[config.mk]
export PLATFORM = sky130hd
export DESIGN_NAME = rail_supervisor
export DESIGN_NICKNAME = d
export VERILOG_FILES = /design/src/rtl/rsv_pkg.sv /design/src/rtl/rsv_mr_filter.sv /design/src/rtl/rsv_margin_ctl.sv /design/src/rtl/rsv_reset_timer.sv /design/src/rtl/rail_supervisor.sv
export SDC_FILE = /design/constraint.sdc
export NUM_CORES = 1
export LEC_CHECK = 0
export CORE_MARGIN = 3
export CORE_UTILIZATION = 39
export DETAILED_ROUTE_END_ITERATION = 7
export PLACE_DENSITY_LB_ADDON = 0.05
export SLEW_MARGIN = 10
export SYNTH_ARGS = -nofsm -noshare
export SYNTH_HDL_FRONTEND = slang
export SYNTH_HIERARCHICAL = 1
export SYNTH_SLANG_ARGS = --single-unit
[constraint.sdc]
create_clock -name clk -period 1.74 [get_ports clk]
set_input_delay 0.261 -clock clk [delete_from_list [all_inputs] [get_ports clk]]
set_output_delay 0.261 -clock clk [all_outputs]
set_load 0.01 [all_outputs]
[src/rtl/rsv_pkg.sv]
package rsv_pkg;
   // Widest rail count the block supports; unused slots are tied good.
   localparam int MAX_RAILS = 8;

   // Counter width able to hold the value n.
   function automatic int cnt_bits(input int n);
      return (n < 2) ? 1 : $clog2(n + 1);
   endfunction
endpackage

[src/rtl/rsv_mr_filter.sv]
module rsv_mr_filter #(
   parameter int GLITCH_TICKS = 4,
   parameter int MR_DLY       = 2
) (
   input  logic clk,
   input  logic rst_n,
   input  logic man_rst_n,
   output logic mr_cause
);
   import rsv_pkg::*;

   localparam int RW = cnt_bits(GLITCH_TICKS);
   localparam logic [RW-1:0] RUN_SAT = RW'(GLITCH_TICKS);
   localparam logic [RW-1:0] RUN_QUAL = RW'(GLITCH_TICKS - 1);

   logic [RW-1:0] run_q;
   logic          qual_q;

   // Count consecutive low samples; qualify once GLITCH_TICKS are seen.
   always_ff @(posedge clk or negedge rst_n) begin
      if (!rst_n) begin
         run_q  <= '0;
         qual_q <= 1'b0;
      end else if (man_rst_n) begin
         run_q  <= '0;
         qual_q <= 1'b0;
      end else begin
         if (run_q != RUN_SAT) run_q <= run_q + 1'b1;
         qual_q <= (run_q >= RUN_QUAL);
      end
   end

   generate
      if (MR_DLY == 0) begin : g_nodly
         assign mr_cause = qual_q;
      end else begin : g_dly
         logic [MR_DLY-1:0] sh_q;
         always_ff @(posedge clk or negedge rst_n) begin
            if (!rst_n) begin
               sh_q <= '0;
            end else begin
               sh_q[0] <= qual_q;
               for (int k = 1; k < MR_DLY; k++) sh_q[k] <= sh_q[k-1];
            end
         end
         assign mr_cause = sh_q[MR_DLY-1];
      end
   endgenerate
endmodule

[src/rtl/rsv_margin_ctl.sv]
module rsv_margin_ctl #(
   parameter int MARGIN_DLY = 5
) (
   input  logic clk,
   input  logic rst_n,
   input  logic margin_n,
   output logic ovr_q
);
   import rsv_pkg::*;

   localparam int MW = cnt_bits(MARGIN_DLY);
   localparam logic [MW-1:0] FLIP_AT = MW'(MARGIN_DLY - 1);

   logic [MW-1:0] dis_q;
   logic          want;

   assign want = ~margin_n;

   // The override follows the request only after it has disagreed for
   // MARGIN_DLY consecutive edges; any agreement restarts the count.
   always_ff @(posedge clk or negedge rst_n) begin
      if (!rst_n) begin
         ovr_q <= 1'b0;
         dis_q <= '0;
      end else if (want == ovr_q) begin
         dis_q <= '0;
      end else if (dis_q == FLIP_AT) begin
         ovr_q <= want;
         dis_q <= '0;
      end else begin
         dis_q <= dis_q + 1'b1;
      end
   end
endmodule

[src/rtl/rsv_reset_timer.sv]
module rsv_reset_timer #(
   parameter int TIMEOUT = 20
) (
   input  logic                               clk,
   input  logic                               rst_n,
   input  logic                               cause,
   output logic                               hold_q,
   output logic [rsv_pkg::cnt_bits(TIMEOUT)-1:0] cnt_q
);
   import rsv_pkg::*;

   localparam int TW = cnt_bits(TIMEOUT);
   localparam logic [TW-1:0] TERM = TW'(TIMEOUT - 1);

   always_ff @(posedge clk or negedge rst_n) begin
      if (!rst_n) begin
         hold_q <= 1'b1;
         cnt_q  <= '0;
      end else if (cause) begin
         hold_q <= 1'b1;
         cnt_q  <= '0;
      end else if (hold_q) begin
         if (cnt_q == TERM) hold_q <= 1'b0;
         else               cnt_q  <= cnt_q + 1'b1;
      end
   end
endmodule

[src/rtl/rail_supervisor.sv]
module rail_supervisor #(
   parameter int NUM_RAILS    = 6,
   parameter int TIMEOUT      = 20,
   parameter int MARGIN_DLY   = 5,
   parameter int GLITCH_TICKS = 4,
   parameter int MR_DLY       = 2
) (
   input  logic                 clk,
   input  logic                 rst_n,
   input  logic [NUM_RAILS-1:0] rail_low,
   input  logic                 man_rst_n,
   input  logic                 lockout,
   input  logic                 margin_n,
   input  logic                 wdog_exp,
   output logic [NUM_RAILS-1:0] rail_stat_n,
   output logic                 sys_rst_n
);
   import rsv_pkg::*;

   localparam int TW = cnt_bits(TIMEOUT);

   generate
      if (!(NUM_RAILS == 4 || NUM_RAILS == 6 || NUM_RAILS == 8)) begin : g_bad_rails
         $error("rail_supervisor: NUM_RAILS must be 4, 6 or 8");
      end
      if (TIMEOUT < 2) begin : g_bad_tmo
         $error("rail_supervisor: TIMEOUT must be at least 2");
      end
      if (MARGIN_DLY < 1 || GLITCH_TICKS < 1 || MR_DLY < 0) begin : g_bad_dly
         $error("rail_supervisor: delay parameters out of range");
      end
   endgenerate

   // Full-width rail vector; slots past NUM_RAILS read as good.
   logic [MAX_RAILS-1:0] rail_low_full;
   genvar gi;
   generate
      for (gi = 0; gi < MAX_RAILS; gi++) begin : g_rail
         if (gi < NUM_RAILS) begin : g_used
            assign rail_low_full[gi] = rail_low[gi];
         end else begin : g_tied
            assign rail_low_full[gi] = 1'b0;
         end
      end
   endgenerate

   logic          mr_cause;
   logic          ovr_q;
   logic          hold_q;
   logic [TW-1:0] cnt_q;
   logic          wd_pend_q;
   logic          wd_cause;
   logic          any_rail_low;
   logic          cause;

   rsv_mr_filter #(
      .GLITCH_TICKS(GLITCH_TICKS),
      .MR_DLY      (MR_DLY)
   ) u_mr (
      .clk      (clk),
      .rst_n    (rst_n),
      .man_rst_n(man_rst_n),
      .mr_cause (mr_cause)
   );

   rsv_margin_ctl #(
      .MARGIN_DLY(MARGIN_DLY)
   ) u_margin (
      .clk     (clk),
      .rst_n   (rst_n),
      .margin_n(margin_n),
      .ovr_q   (ovr_q)
   );

   // Watchdog expiries seen under override wait until it lifts.
   always_ff @(posedge clk or negedge rst_n) begin
      if (!rst_n)     wd_pend_q <= 1'b0;
      else if (ovr_q) wd_pend_q <= wd_pend_q | wdog_exp;
      else            wd_pend_q <= 1'b0;
   end

   assign wd_cause     = ~ovr_q & (wdog_exp | wd_pend_q);
   assign any_rail_low = |rail_low_full;
   assign cause        = any_rail_low | mr_cause | lockout | wd_cause;

   rsv_reset_timer #(
      .TIMEOUT(TIMEOUT)
   ) u_timer (
      .clk   (clk),
      .rst_n (rst_n),
      .cause (cause),
      .hold_q(hold_q),
      .cnt_q (cnt_q)
   );

   // Output priority: lockout low, then margin high, then normal.
   always_comb begin
      if (lockout) begin
         sys_rst_n   = 1'b0;
         rail_stat_n = '0;
      end else if (ovr_q) begin
         sys_rst_n   = 1'b1;
         rail_stat_n = '1;
      end else begin
         sys_rst_n   = ~hold_q;
         rail_stat_n = ~rail_low_full[NUM_RAILS-1:0];
      end
   end
endmodule

Word level (Yosys, flattened, before mapping):

Cells that the tools add are included.

* latch bits: 0
* memories: 0
* flip-flop bits (word level): 17
* memory bits (read-only): 0
* memory bits (writable): 0
* output and inout port bits: 7

* multipliers: 0
* equal/unequal tests: 5
* div/mod/pow operators: 0
* bitwise operators: 10
* magnitude comparators: 1
* shift operators: 0
* reduce and logical (&&, ||, !) cells: 5
* muxes and demuxes: 16
* add/subtract/negate cells: 3

Operator list (count)
* $mux W5: 3
* $mux W3: 4
* $mux W6: 2
* $mux W1: 7
* $add A3 B1 Y3 const B: 2
* $not A6 Y6: 1
* $reduce_or A6 Y1: 1
* $add A5 B1 Y5 const B: 1
* $eq A5 B5 Y1 const B: 1
* $not A1 Y1: 4
* $or A1 B1 Y1: 4
* $reduce_and A2 Y1: 2
* $reduce_bool A2 Y1: 2
* $eq A3 B3 Y1 const B: 1
* $ge A3 B2 Y1 const B: 1
* $ne A3 B3 Y1 const B: 1
* $ne A2 B2 Y1 const B: 1
* $and A1 B1 Y1: 1
* $eq A1 B1 Y1: 1

Depth between registers and ports, before layout:

Gate-level depths: netlist of run 1.

* depth in word-level cells: 6
* depth in mapped cells: 5
* gate-level depth less buffers: 4

By module:

Netlist of run 1, hierarchy kept.

By module, submodules not included
* rsv_reset_timer: area an instance 315.3 µm², cells each 28, instances 1, seq. area each 151.4 µm²
* rsv_mr_filter: area an instance 260.2 µm², cells each 22, instances 1, seq. area each 150.1 µm²
* rsv_margin_ctl: area an instance 193.9 µm², cells each 18, instances 1, seq. area each 100.1 µm²
* rail_supervisor: area an instance 108.9 µm², cells each 15, instances 1, seq. area each 25.0 µm²

Least setup slack after synthesis of run 1:

Ideal clock, no wire load.

* kind: register to register
* start: register u_timer/cnt_q[0] (netlist name)
* end: register u_timer/cnt_q[0] (netlist name)
* cell stages (with the launch flop): 4
* setup time: 0.125 ns
* arrival: 1.187 ns
* slack: 0.428 ns
* required time: 1.615 ns
* period minus slack after synthesis: 1.312 ns
* cell sequence: dfrtp_1 ha_1 a41oi_4 mux2_4

* longest elaborated chain between the ends: 4
* elaborated cells between the ends (all ways): 7
* classes of those cells: add/sub (1); eq/ne (2); mux (3); reduce/logical (1)

Ends and longest elaborated chain
* from (decl): RTL line rsv_reset_timer.sv:8 `output logic [rsv_pkg::cnt_bits(TIMEOUT)-1:0] cnt_q`
* from (signal assigned): RTL line rsv_reset_timer.sv:24 `else cnt_q <= cnt_q + 1'b1;`
* $add A5 B1 Y5: RTL line rsv_reset_timer.sv:24
* $mux W5: RTL line rsv_reset_timer.sv:23 `if (cnt_q == TERM) hold_q <= 1'b0;`
* $mux W5: RTL line rsv_reset_timer.sv:22 `end else if (hold_q) begin`
* $mux W5: RTL line rsv_reset_timer.sv:19 `end else if (cause) begin`

Several ways; a longest one is shown, not always the timed one. The select of a mux whose other input is x is not followed.
A chain may end at the register's enable or synchronous reset.

Worst setup path after layout of run 1:

* start: register u_margin.ovr_q
* end: register u_timer/cnt_q[0] (netlist name)

* longest elaborated chain between the ends: 5
* elaborated cells between the ends (all ways): 7
* classes of those cells: eq/ne (1); mux (1); bitwise (3); reduce/logical (2)

Ends and longest elaborated chain
* from (decl): RTL line rsv_margin_ctl.sv:7 `output logic ovr_q`
* from (signal assigned): RTL line rsv_margin_ctl.sv:28 `ovr_q <= want;`
* $not A1 Y1 *: RTL line rail_supervisor.sv:82 `assign wd_cause = ~ovr_q & (wdog_exp | wd_pend_q);`
* $and A1 B1 Y1 *: RTL line rail_supervisor.sv:82
* $or A1 B1 Y1 *: RTL line rail_supervisor.sv:84 `assign cause = any_rail_low | mr_cause | lockout | wd_cause;`
* named net cause: RTL line rail_supervisor.sv:54 `logic cause;`
* $ne A2 B2 Y1 (no source line) or $reduce_bool A2 Y1 (tied branches)
* $reduce_and A2 Y1 (no source line)

The timed path passes the listed nets; every way through them passes the cells marked *.

==> impl_metrics.json, run 1 <==
{
  "outcome": "finished clean",
  "postRouteAntennaNets": 0,
  "hp-class": "input port to async pin",
  "finish.net_count": 126,
  "maxSlewViolCount": 0,
  "power_density_over_the_cells_mw_per_mm2": 970.5,
  "mostFrequentLayoutCells": "16 x sky130_fd_sc_hd__dfrtp_1, 11 x sky130_fd_sc_hd__inv_1, 11 x sky130_fd_sc_hd__a21oi_1, 10 x sky130_fd_sc_hd__clkdlybuf4s50_1",
  "pin_count": 19,
  "syn_inst": 83,
  "viasPerCell": 4.813,
  "finalHoldViolations": 0,
  "pin_count_of_the_biggest_net_entering_global_routing": 18,
  "internal_power_summed_over_all_cells_w": 0.0007605,
  "clock_tree.htree_level_count": 1,
  "die_y_um": 53.46,
  "initialDrtViolationCount": 4,
  "critPathArrivalTime_ps": 1580,
  "port_buffers": 18,
  "gpl_congestion": 0.6888,
  "dpl_cell_area_sq_mm": 0.001102,
  "vias": 645,
  "layoutNonFillerInstCount": 134,
  "clock_skew_ps": 1.859,
  "drive_above_1_share_pct": 12.15,
  "worst_ep_required_time_ps": 1910,
  "routedWlPerCell_um": 11.45,
  "power_switching_share_pct": 32.00,
  "p_sw_w": 0.0003579,
  "track_usage_pct": 12.57,
  "drt_pre_antenna_iters": 5,
  "clock_tree.buffer_depth": 2,
  "seq_power_share_pct": 48.3,
  "timing.fmax_ghz": 0.7130,
  "pre_cts_ws_ps": -40.50,
  "vdd_ir_drop_max_mv": 0.5813,
  "biggest_fanout_along_the_worst_timing_path": 6,
  "fin_ws_ps": 337.5,
  "clock_sinks": 17,
  "synthesis.area_per_instance_sq_um": 10.58,
  "clock_group_share_of_total_power_pct": 18.2,
  "antennaDiodeCount": 0,
  "global_route.overflow_total": 0,
  "finished_core_util_pct": 56.43,
  "detail_route.wirelength_um": 1534,
  "min_period_ps": 1403,
  "final_min_period_over_clock_period_pct": 80.60,
  "tritoncts": "yes",
  "crit_path_end_kind": "register",
  "synthToLayoutAreaGrowth_pct": 31.20,
  "share_of_synthesized_area_occupied_by_flip_flops_and_latches_pct": 48.58,
  "criticalPathCategory": "register to register",
  "power.leakage_nw": 0.5965,
  "initial_antenna_violation_count": 0,
  "wire_length_of_the_first_global_routing_pass_um": 2559,
  "cts_hold_buf": 0,
  "cts-root-buf": "sky130_fd_sc_hd__clkbuf_4",
  "cts.reportedPaths.clkPinSlew_ps": 90,
  "row_count": 16,
  "synthesis.nets": 101,
  "setup.worst_path.start_class": "register",
  "worst_slew_pin_slew_ps": 462.7,
  "placed_cells": 129,
  "clock_latency_ps": 280,
  "ys.warnings.count": 6,
  "synth.ff_latch_count": 17,
  "drv_cap": 0,
  "postLayoutCellArea_sq_mm": 0.001152,
  "cts-buffers-inserted": 3,
  "number_of_global_route_vias_before_repair": 626,
  "start_util_pct": 43.01,
  "floorplan.core_area_sq_mm": 0.002042,
  "drc": 0,
  "mappedNetlistArea_sq_um": 878.3,
  "finalSetupViolations": 0,
  "worst_slew_margin_rel_pct": 69.01,
  "share_comb_of_total_power_pct": 33.4,
  "die_x_extent_um": 53.46,
  "most_frequent_standard_cell_in_the_layout_excluding_fill_and_tap_cells": "sky130_fd_sc_hd__dfrtp_1",
  "post_synth_num_cell_types": 27,
  "rsz_0062_raised_after_global_routing": "no",
  "die_area_sq_mm": 0.002857,
  "place.detailed.hpwl_um": 1182
}
-- synthesized netlist by cell type (all sizes together) --
cell	n	area (sq um)
a21o	1	7.510
nor4	2	25.02
o211ai	1	7.510
a21bo	1	10.01
nor2	7	26.28
nand2b	3	18.77
mux2	1	15.01
nand3	2	10.01
nor3b	1	7.510
a41oi	1	27.53
dfrtp	16	400.4
xor2	2	17.52
buf	1	5.000
a211oi	1	7.510
mux2i	2	20.02
nand2	4	15.01
nand4	2	12.51
or3b	1	8.760
or2	1	6.260
ha	6	75.07
nor2b	1	6.260
dfstp	1	26.28
xnor2	1	8.760
inv	11	41.29
a211o	1	8.760
a21oi	12	63.81
-- flip-flops by register name, summed over array words and instances, names as in the netlist --
| signal | cells |
|---|---|
| u_timer/hold_q | 1 |
| u_mr/g_dly.sh_q | 2 |
| wd_pend_q | 1 |
| u_timer/cnt_q | 5 |
| u_margin/dis_q | 3 |
| u_margin/ovr_q | 1 |
| u_mr/run_q | 3 |
| u_mr/qual_q | 1 |
-- per-stage QoR --
step | setup TNS (ps) | hold WS, ps | total power [W]
global route | 0 | 300.3 | 0.001202
CTS | 0 | 284.0 | 0.001147
global placement | -165.6 | 336.1 | 0.0009072
floorplan | 0 | -34.59 | 0.0007702
finish | 0 | 288.9 | 0.001118
detailed placement | -205.4 | 340.5 | 0.0009205
-- path summary, 6_finish.rpt --
path                                            start                            to  slack, ps  cells after the start
max                        u_margin/ovr_q$_DFFE_PN0P_  u_timer/cnt_q[0]$_DFFE_PN0P_        340                      4
min reg2reg                     u_mr/qual_q$_DFF_PN0_  u_mr/g_dly.sh_q[0]$_DFF_PN0_        360                      0
min in group clk                u_mr/qual_q$_DFF_PN0_  u_mr/g_dly.sh_q[0]$_DFF_PN0_        360                      0
min                                             rst_n   u_margin/dis_q[2]$_DFF_PN0_        290                      2
max in group asynchronous                       rst_n      u_timer/hold_q$_DFF_PN1_       1200                      2
max reg2reg                u_margin/ovr_q$_DFFE_PN0P_  u_timer/cnt_q[0]$_DFFE_PN0P_        340                      4
-- cell type report --
cell class / count / area [sq um]
Fill cell: 203 / 889.6
Sequential cell: 17 / 426.7
Multi-Input combinational cell: 54 / 405.4
Timing Repair Buffer: 21 / 219.0
Inverter: 11 / 41.29
Tap cell: 27 / 33.78
Clock buffer: 4 / 26.28
-- repair_timing --
action,CTS,global route
setup endpoints to repair,7,7
gates resized for setup,1,7
buffers inserted,1,0
-- critical path, stage by stage, from the launching register on --
cell and delay (ps):
sky130_fd_sc_hd__dfrtp_1 380, sky130_fd_sc_hd__buf_4 140, sky130_fd_sc_hd__o211ai_1 410, sky130_fd_sc_hd__nor2b_1 90, sky130_fd_sc_hd__mux2_4 280
-- logic make-up after synthesis --
group                    share of synthesized area [%]
AND/OR/NAND/NOR                                  15.53
AO/OA/AOI/OAI                                    15.10
buffers and inverters                            5.270
adder cells (fa/ha/maj)                          8.547
flip-flops                                       48.58
XOR/XNOR                                         2.992
multiplexers                                     3.988
-- per-layer routing --
| layer | track usage [%] | share of wire [%] | vias up |
|---|---|---|---|
| met4 | 6.383 | 0.65 | 0 |
| met1 | 15.56 | 49 | 293 |
| met2 | 18.98 | 40 | 19 |
| li1 | - | - | 331 |
| met3 | 4.507 | 10 | 2 |
| met5 | 0 | 0 | - |
-- power by group through the flow --
| stage | Clock [W] | Combinational, W | Sequential [W] |
|---|---|---|---|
| finish | 0.000204 | 0.000374 | 0.000540 |
| floorplan | 0 | 0.000230 | 0.000540 |
| detailed placement | 0 | 0.000363 | 0.000558 |
| global placement | 0 | 0.000356 | 0.000551 |
| global route | 0.000228 | 0.000424 | 0.000550 |
| CTS | 0.000215 | 0.000390 | 0.000542 |
Power figures use the tool's default switching activity.
==> inputs of run 2 (changes only) <==
Clock period 1.74 ns to 1.2 ns, I/O delays scaled along.
==> impl_metrics.json, run 2 (synthesis gave the netlist of run 1 again) <==
{
  "highest_layer": "met4",
  "largest_reg_flops": 5,
  "antennaDiodeCount": 0,
  "postRouteAntennaNets": 0,
  "biggest_fanout_along_the_worst_timing_path": 3,
  "finished_core_util_pct": 58.88,
  "clock_latency_ps": 290,
  "cts-buffers-inserted": 3,
  "initial_antenna_violation_count": 0,
  "layoutNonFillerInstCount": 143,
  "drv_cap": 0,
  "synthToLayoutAreaGrowth_pct": 36.89,
  "seq_power_share_pct": 45.8,
  "maxSlewViolCount": 0,
  "worst_slew_pin_slew_ps": 470.6,
  "failed_checks": "setup timing",
  "final.fill_count": 193,
  "setup.worst_path.start_class": "register",
  "pin_count_of_the_biggest_net_entering_global_routing": 18,
  "vdd_ir_drop_max_mv": 0.8809,
  "initialDrtViolationCount": 6,
  "registers.top_by_ff_count": "u_timer/cnt_q",
  "route.layer.met1.wl_um": 842,
  "power_switching_share_pct": 34.04,
  "drive_above_1_share_pct": 35.34,
  "clock_skew_ps": 2.070,
  "mostFrequentLayoutCells": "16 x sky130_fd_sc_hd__dfrtp_1, 11 x sky130_fd_sc_hd__buf_4, 9 x sky130_fd_sc_hd__inv_1, 7 x sky130_fd_sc_hd__a21oi_1, 7 x sky130_fd_sc_hd__buf_2",
  "min_period_ps": 1315,
  "list_of_cells_traversed_by_the_critical_path": "buf_6 > inv_2 > a41oi_4 > mux2_4",
  "wire_length_of_the_first_global_routing_pass_um": 2863,
  "crit_family": "flip-flops",
  "share_comb_of_total_power_pct": 35.7,
  "internal_power_summed_over_all_cells_w": 0.001111,
  "vias": 686,
  "wl_met2_um": 735,
  "rsz_0062_raised_after_global_routing": "yes",
  "finalSetupViolations": 12,
  "cts-root-buf": "sky130_fd_sc_hd__clkbuf_4",
  "worst_slew_margin_rel_pct": 68.49,
  "hp-class": "input port to async pin",
  "placed_cells": 137,
  "place.detailed.hpwl_um": 1271,
  "detail_route.wirelength_um": 1777,
  "stage_delay_of_the_slowest_cell_on_the_critical_path_ps": 570,
  "die_y_um": 53.46,
  "critPathArrivalTime_ps": 1510,
  "row_count": 16,
  "floorplan.core_area_sq_mm": 0.002042,
  "clock_group_share_of_total_power_pct": 18.5,
  "path_buf_inv": 2,
  "crit_path_end_kind": "register",
  "outcome": "finished, violations left",
  "worst_ep_required_time_ps": 1390,
  "criticalPathCategory": "register to register",
  "most_frequent_standard_cell_in_the_layout_excluding_fill_and_tap_cells": "sky130_fd_sc_hd__dfrtp_1",
  "finalHoldViolations": 0,
  "timing.fmax_ghz": 0.7605,
  "viasPerCell": 4.797,
  "clock_tree.buffer_depth": 2,
  "tritoncts": "yes",
  "p_sw_w": 0.0005735,
  "largest_registers_ranked_by_flip_flop_count": "u_timer/cnt_q x5, u_margin/dis_q x3, u_mr/run_q x3",
  "fin_ws_ps": -114.9,
  "drt_pre_antenna_iters": 4,
  "gpl_congestion": 0.6937,
  "finish.net_count": 135,
  "slowest_stage": "sky130_fd_sc_hd__dfstp_2",
  "start_util_pct": 43.01,
  "clock_tree.htree_level_count": 1,
  "power.leakage_nw": 0.5712,
  "power_density_over_the_cells_mw_per_mm2": 1401,
  "die_area_sq_mm": 0.002857,
  "clock_sinks": 17,
  "die_x_extent_um": 53.46,
  "port_buffers": 18,
  "routedWlPerCell_um": 12.43,
  "pin_count": 19,
  "final_min_period_over_clock_period_pct": 109.6,
  "track_usage_pct": 14.59,
  "drc": 0,
  "cts.reportedPaths.clkPinSlew_ps": 100,
  "route.met3.wl_um": 158,
  "number_of_global_route_vias_before_repair": 680,
  "global_route.overflow_total": 0
}
==> run 2: cell count changes in the layout (fill, tap and decap cells not counted), sizes merged <==
cell           before  now
clkdlybuf4s50      10    6
dlygate4sd2         1    4
dlymetal6s2s        7    1
buf                 3   19
==> run 2: metrics by stage <==
stage	setup WS (ps)	instance area [sq um]	TNS, ps	power, W	hold WS, ps
after floorplan	-12.13	880.8	-12.13	0.001117	-115.6
after global placement	-417.3	1165	-5035	0.001371	336.0
after detailed placement	-422.4	1165	-5121	0.001389	334.7
after CTS	-107.2	1181	-681.3	0.001679	193.7
after global routing	-149.3	1202	-1385	0.001818	208.2
final	-114.9	1202	-627.1	0.001685	193.8
==> run 2: worst paths after layout <==
check,startpoint,to,slack [ps],cells after the start
max,u_timer/hold_q$_DFF_PN1_,u_timer/cnt_q[0]$_DFFE_PN0P_,-110,4
min,rst_n,u_margin/dis_q[2]$_DFF_PN0_,190,2
max reg2reg,u_timer/hold_q$_DFF_PN1_,u_timer/cnt_q[0]$_DFFE_PN0P_,-110,4
min reg2reg,u_mr/g_dly.sh_q[0]$_DFF_PN0_,u_mr/g_dly.sh_q[1]$_DFF_PN0_,360,0
max in group asynchronous,rst_n,u_timer/hold_q$_DFF_PN1_,760,2
min in group clk,u_mr/g_dly.sh_q[0]$_DFF_PN0_,u_mr/g_dly.sh_q[1]$_DFF_PN0_,360,0
==> run 2: power groups by stage <==
stage | registers (W) | clock network (W) | logic, W
after floorplan | 0.000783 | 0 | 0.000334
after global placement | 0.000776 | 0 | 0.000595
after detailed placement | 0.000780 | 0 | 0.000609
after CTS | 0.000771 | 0.000330 | 0.000578
after global routing | 0.000791 | 0.000351 | 0.000676
final | 0.000772 | 0.000312 | 0.000601
==> run 2: metal layers <==
| metal | vias up | track usage (%) |
|---|---|---|
| li1 | 346 | - |
| met1 | 309 | 16.99 |
| met3 | 5 | 3.099 |
| met5 | - | 0 |
| met4 | 0 | 8.936 |
| met2 | 26 | 24.08 |
==> run 2: worst reg2reg max path, cell delays in order (launching register included) <==
cell	delay [ps]
sky130_fd_sc_hd__dfstp_2	570
sky130_fd_sc_hd__buf_6	110
sky130_fd_sc_hd__inv_2	30
sky130_fd_sc_hd__a41oi_4	190
sky130_fd_sc_hd__mux2_4	310
==> run 2: final cells by class <==
cell class / instances / area [sq um] / share of cell area, %
clock buffer: 4 / 26.28 / 2.185
inverter: 11 / 41.29 / 3.434
tap: 27 / 33.78 / 2.810
timing repair buffer: 30 / 236.5 / 19.67
multi-input combinational: 54 / 437.9 / 36.42
sequential: 17 / 426.7 / 35.48
==> run 2: timing repair <==
| action | CTS | global route |
|---|---|---|
| gates resized for setup | 37 | 7 |
| cloned | 0 | 0 |
| setup buffers | 2 | 0 |
| hold buffers | 0 | 0 |
| pin swaps | 5 | 7 |
| setup endpoints to repair | 13 | 15 |
